**config.mk**
```make
export PLATFORM = sky130hd
export DESIGN_NAME = pll_update_seq
export DESIGN_NICKNAME = d
export VERILOG_FILES = /design/src/rtl/pll_update_seq.sv
export SDC_FILE = /design/constraint.sdc
export NUM_CORES = 1
export LEC_CHECK = 0
export ABC_AREA = 1
export BUFFER_PORTS_ARGS = -buffer_cell sky130_fd_sc_hd__buf_4
export CAP_MARGIN = 10
export CORE_ASPECT_RATIO = 1.1
export CORE_MARGIN = 2
export CORE_UTILIZATION = 50
export DETAILED_ROUTE_END_ITERATION = 16
export PLACE_DENSITY = 0.72
export SETUP_SLACK_MARGIN = 0.3
export SKIP_CTS_REPAIR_TIMING = 1
export SYNTH_ARGS = -nofsm -noshare
export SYNTH_HDL_FRONTEND = slang
export SYNTH_SLANG_ARGS = --single-unit
export TNS_END_PERCENT = 30
```
**constraint.sdc**
```tcl
create_clock -name clk -period 1.5 [get_ports clk]
set_clock_uncertainty 0.15 [all_clocks]
set_input_delay 0.075 -clock clk [delete_from_list [all_inputs] [get_ports clk]]
set_output_delay 0.075 -clock clk [all_outputs]
set_load 0.005 [all_outputs]
```
**src/rtl/pll_update_seq.sv**
```systemverilog
`timescale 1ns/1ps
module pll_update_seq #(
  parameter int POLL_MAX  = 100,
  parameter int SETTLE_US = 10,
  parameter int LATCH_US  = 1,
  parameter int ACK_HOLD  = 4,
  parameter int DW        = 8
) (
  input  logic          clk,
  input  logic          rst_n,
  input  logic          start,
  input  logic          pll_on,
  input  logic          dyn_ok,
  input  logic          bypass,
  input  logic          tick,
  input  logic [DW-1:0] ack_dly,
  output logic          upd_req,
  output logic          ack,
  output logic          busy,
  output logic          done,
  output logic          timeout
);
  localparam int CW = $clog2(POLL_MAX + SETTLE_US + LATCH_US + 2);

  typedef enum logic [2:0] {S_IDLE, S_LATCH, S_WSET, S_WREQ, S_WCLR, S_SETTLE} st_t;
  typedef enum logic [1:0] {M_IDLE, M_WAIT, M_HOLD, M_REL} mst_t;

  st_t          st;
  mst_t         mst;
  logic [CW-1:0] cnt;
  logic [DW-1:0] mcnt;
  logic          req, done_r, to_r, bp_r, ack_r, hit, last;

  assign upd_req = req;
  assign ack     = ack_r;
  assign busy    = (st != S_IDLE);
  assign done    = done_r;
  assign timeout = to_r;
  assign last    = (cnt == CW'(POLL_MAX - 1));

  always_comb begin
    case (st)
      S_WSET:  hit = ack_r;
      S_WREQ:  hit = !req;
      S_WCLR:  hit = !ack_r;
      default: hit = 1'b0;
    endcase
  end

  always_ff @(posedge clk or negedge rst_n) begin
    if (!rst_n) begin
      st <= S_IDLE; cnt <= '0; req <= 1'b0;
      done_r <= 1'b0; to_r <= 1'b0; bp_r <= 1'b0;
    end else begin
      case (st)
        S_IDLE:
          if (start) begin
            to_r <= 1'b0;
            if (pll_on && dyn_ok) begin
              done_r <= 1'b0;
              req    <= 1'b1;
              bp_r   <= bypass;
              cnt    <= '0;
              st     <= S_LATCH;
            end else begin
              done_r <= 1'b1;
            end
          end
        S_LATCH:
          if (tick) begin
            if (cnt == CW'(LATCH_US)) begin
              cnt <= '0;
              st  <= bp_r ? S_WSET : S_WREQ;
            end else cnt <= cnt + 1'b1;
          end
        S_WSET, S_WREQ, S_WCLR:
          if (tick) begin
            if (hit) begin
              cnt <= '0;
              st  <= (st == S_WCLR) ? S_SETTLE : S_WCLR;
              if (st == S_WSET) req <= 1'b0;
            end else if (last) begin
              req  <= 1'b0;
              to_r <= 1'b1;
              cnt  <= '0;
              st   <= S_IDLE;
            end else cnt <= cnt + 1'b1;
          end
        S_SETTLE:
          if (tick) begin
            if (cnt == CW'(SETTLE_US)) begin
              done_r <= 1'b1;
              cnt    <= '0;
              st     <= S_IDLE;
            end else cnt <= cnt + 1'b1;
          end
        default: st <= S_IDLE;
      endcase
      if (!bp_r && ack_r && st != S_IDLE) req <= 1'b0;
    end
  end

  always_ff @(posedge clk or negedge rst_n) begin
    if (!rst_n) begin
      mst <= M_IDLE; mcnt <= '0; ack_r <= 1'b0;
    end else begin
      case (mst)
        M_IDLE:
          if (req) begin
            mst  <= M_WAIT;
            mcnt <= DW'(1);
          end
        M_WAIT:
          if (!req) mst <= M_IDLE;
          else if (mcnt >= ack_dly) begin
            ack_r <= 1'b1;
            mcnt  <= DW'(1);
            mst   <= M_HOLD;
          end else mcnt <= mcnt + 1'b1;
        M_HOLD:
          if (mcnt == DW'(ACK_HOLD)) begin
            ack_r <= 1'b0;
            mst   <= M_REL;
          end else mcnt <= mcnt + 1'b1;
        default:
          if (!req) mst <= M_IDLE;
      endcase
    end
  end

  AST_SKIP_NO_REQ: assert property (@(posedge clk) disable iff (!rst_n)
    (st == S_IDLE && start && !(pll_on && dyn_ok)) |=> (done && !upd_req));
  AST_REQ_HELD_AFTER_RISE: assert property (@(posedge clk) disable iff (!rst_n)
    $rose(upd_req) |=> upd_req);
  AST_BYPASS_CLEAR_ON_TICK: assert property (@(posedge clk) disable iff (!rst_n)
    (busy && bp_r && upd_req && !tick) |=> upd_req);
  AST_AUTO_CLEAR: assert property (@(posedge clk) disable iff (!rst_n)
    (busy && !bp_r && ack && upd_req) |=> !upd_req);
  AST_DONE_AFTER_ACK_LOW: assert property (@(posedge clk) disable iff (!rst_n)
    ($rose(done) && $past(busy)) |-> !ack);
  AST_TIMEOUT_DROPS_REQ: assert property (@(posedge clk) disable iff (!rst_n)
    timeout |-> !upd_req);
  AST_FLAGS_EXCLUSIVE: assert property (@(posedge clk) disable iff (!rst_n)
    !(done && timeout));
  AST_ACK_NEEDS_REQ: assert property (@(posedge clk) disable iff (!rst_n)
    $rose(ack) |-> $past(upd_req));
endmodule

```
==> metrics.cfg <==
[run_status]
outcome = finished with violations
violations = setup timing

[power]
cellLeakagePower_nw = 1.48
power.density_mw_per_mm2 = 1630
vdd_ir_drop_max_uv = 1580

[timing]
rsz0062_at_grt = true
fin_crit_sh_pct = 115
fin_ws_ps = -230
fmax_mhz = 578
relSlewSlack_pct = 77.8
maxSlewViolCount = 0
hold_viol = 0
setup_violations = 23
tightest_slew_ps = 334
fin_setup_tns_ps = -3710
min_period_ps = 1730

[critical_path]
crit_start = mcnt[7]
crit_fanout = 4
required_ps = 1570
regToRegEndpoint = mcnt[4]
endpoint_kind = flip-flop
crit_end = mcnt[4]
r2r_slack_ps = -230
cp-start-kind = flip-flop
reg2reg_from = mcnt[7]
crit_type = flip-flop to flip-flop
cp.arrival_ps = 1800
r2r_cells = 9

[clocking]
cts_sinks = 25
clk_path_buf_depth = 2
cts_tree = built
clk_pin_slew_ps = 100
insertion_delay_ps = 290
cts_made_buffers = 3
htreeDepth = 1
root_buffer = clkbuf_8

[yosys]
yosys-top-cells-area = dfrtp_1 32%, nand2_1 12%, ha_1 11%
seq_area_frac_synth_pct = 32.3
yosysUniqueCellTypes = 29
synthCells = 270
synth_area_leader_cell = dfrtp_1
synth_common_cells = 60 x nand2_1, 45 x inv_1, 28 x nor2_1
synth_edf_count = 0
async_reset_ff_share_pct = 100
yosysMostFrequentCell = nand2_1
yosys_warnings = 0
syn_area_mm2 = 0.00194
avgSynthCellArea_um2 = 7.17
yosysTopAreaCellShare_pct = 32.3
ys_dominant_reg_cell = dfrtp_1
syn-num-nets = 302
ys_seq_elements = 25

[placed_design]
postPlaceCellArea_mm2 = 0.00258
dp_hpwl_um = 3540
gp_congestion = 0.897
port_buffers = 19

[worst_hold_path]
hold_path_depth = 5
hp-start = dyn_ok
hold_path_class = primary input to flip-flop

[detailed_routing]
viasPerCell = 5.06
initialDrtViolationCount = 106
antenna_left = 0
drt_wl_total_um = 5000
vias = 2025
dr.pass1.iters = 4
wl_per_cell_um = 12.5
drc = 0

[finish]
diodes = 0
fin_nets = 383
drive_gt1_share_pct = 46.6
n_fill_cell = 251
syn_to_final_growth_pct = 54.2
final_area_mm2 = 0.00299

[global_routing]
grt_pass1_vias = 1888
grtUsageTotal_pct = 21.1
grt_pass1_wl_um = 7650
gr-total-overflow = 0
antenna_found_initial = 0
grt_max_degree = 26

[floorplan]
start_util_pct = 52.6
dieArea_mm2 = 0.00439
core-area_mm2 = 0.00368
die_w_um = 63.3
io_pins = 20
fp.dieH_um = 69.3
num_rows = 23

[job]
drv_cap = 0

-- flip-flops by register name, indices dropped and copies added, names as in the netlist --
name / count
cnt: 7
mcnt: 8
ack: 1
timeout: 1
bp_r: 1
mst: 2
done: 1
st: 3
upd_req: 1
-- worst min path at each step --
stage | endpoint | slack (ps)
finish | upd_req | 40
global route | upd_req | 80
CTS | cnt[3] | -460
detailed placement | cnt[3] | -150
global placement | cnt[3] | -150
floorplan | ack | -370
-- stage by stage --
| stage | cells | setup slack (ps) | total power, mW | util [%] | hold slack [ps] |
|---|---|---|---|---|---|
| floorplan | 270 | -104 | 2.71 | - | -371 |
| global placement | 390 | -247 | 3.76 | 70.0 | -151 |
| detailed placement | 390 | -246 | 3.83 | 70.0 | -147 |
| CTS | 394 | -277 | 4.28 | 71.4 | -460 |
| global route | 400 | -348 | 5.26 | 81.1 | 83.2 |
| finish | 400 | -230 | 4.86 | 81.1 | 41.5 |
-- cell families after synthesis --
| kind of cell | Yosys count | share of synthesized area [%] |
|---|---|---|
| simple gates | 132 | 32.4 |
| buf+inv | 49 | 9.69 |
| xor+xnor | 7 | 3.17 |
| flops | 25 | 32.3 |
| compound gates | 40 | 11.5 |
| fa+ha+maj | 17 | 11.0 |
-- layout make-up --
cell class / count / area [um2] / share of cell area [%]
clock inverter: 1 / 8.76 / 0.293
sequential: 25 / 632 / 21.2
timing repair buffer: 77 / 598 / 20.0
multi-input combinational: 196 / 1460 / 48.8
tap: 50 / 62.6 / 2.09
inverter: 48 / 185 / 6.20
clock buffer: 3 / 41.3 / 1.38
-- metal layers --
metal  share of wire (%)  global-route usage, %  wire length (um)
met5                   0                      0                 0
met4                 1.8                   6.76                88
met3                 2.7                   1.95               136
met2                  52                   38.4              2600
met1                  43                   25.8              2170
-- critical path, cell delays in order, from the launching register on --
cell and delay [ps]:
dfrtp_1 430, ha_4 240, nand2_4 50, inv_2 30, nor2_2 80, o21a_1 190, nand3_2 120, nand2_2 110
nand2_2 100, a21oi_1 150
-- layout by cell type, fill, tap and decap left out, types with 3 or more instances in the layout --
| master | Yosys | layout |
|---|---|---|
| nand3_1 | 17 | 11 |
| nand2_4 | 3 | 6 |
| xor2_1 | 7 | 7 |
| nor3_2 | 0 | 3 |
| o21ai_0 | 15 | 9 |
| a21oi_1 | 12 | 10 |
| o21ai_1 | 5 | 8 |
| dfrtp_2 | 0 | 5 |
| nand4_1 | 6 | 6 |
| nand2_2 | 1 | 15 |
| nand3_2 | 1 | 6 |
| inv_1 | 45 | 37 |
| dfrtp_1 | 25 | 20 |
| nor2_4 | 3 | 9 |
| a21oi_2 | 3 | 4 |
| ha_4 | 0 | 10 |
| clkbuf_8 | 0 | 3 |
| ha_1 | 17 | 6 |
| buf_4 | 1 | 71 |
| nor2_1 | 28 | 19 |
| buf_6 | 0 | 4 |
| nand2_1 | 60 | 43 |
| nor2_2 | 3 | 6 |
| inv_2 | 3 | 9 |
-- power breakdown --
group | switching (mW) | internal [mW] | total [mW]
logic | 1.78 | 1.56 | 3.34
clock network | 0.255 | 0.196 | 0.451
registers | 0.212 | 0.859 | 1.07
total | 2.25 | 2.61 | 4.86
No activity file was read; power rests on OpenSTA's default activity.
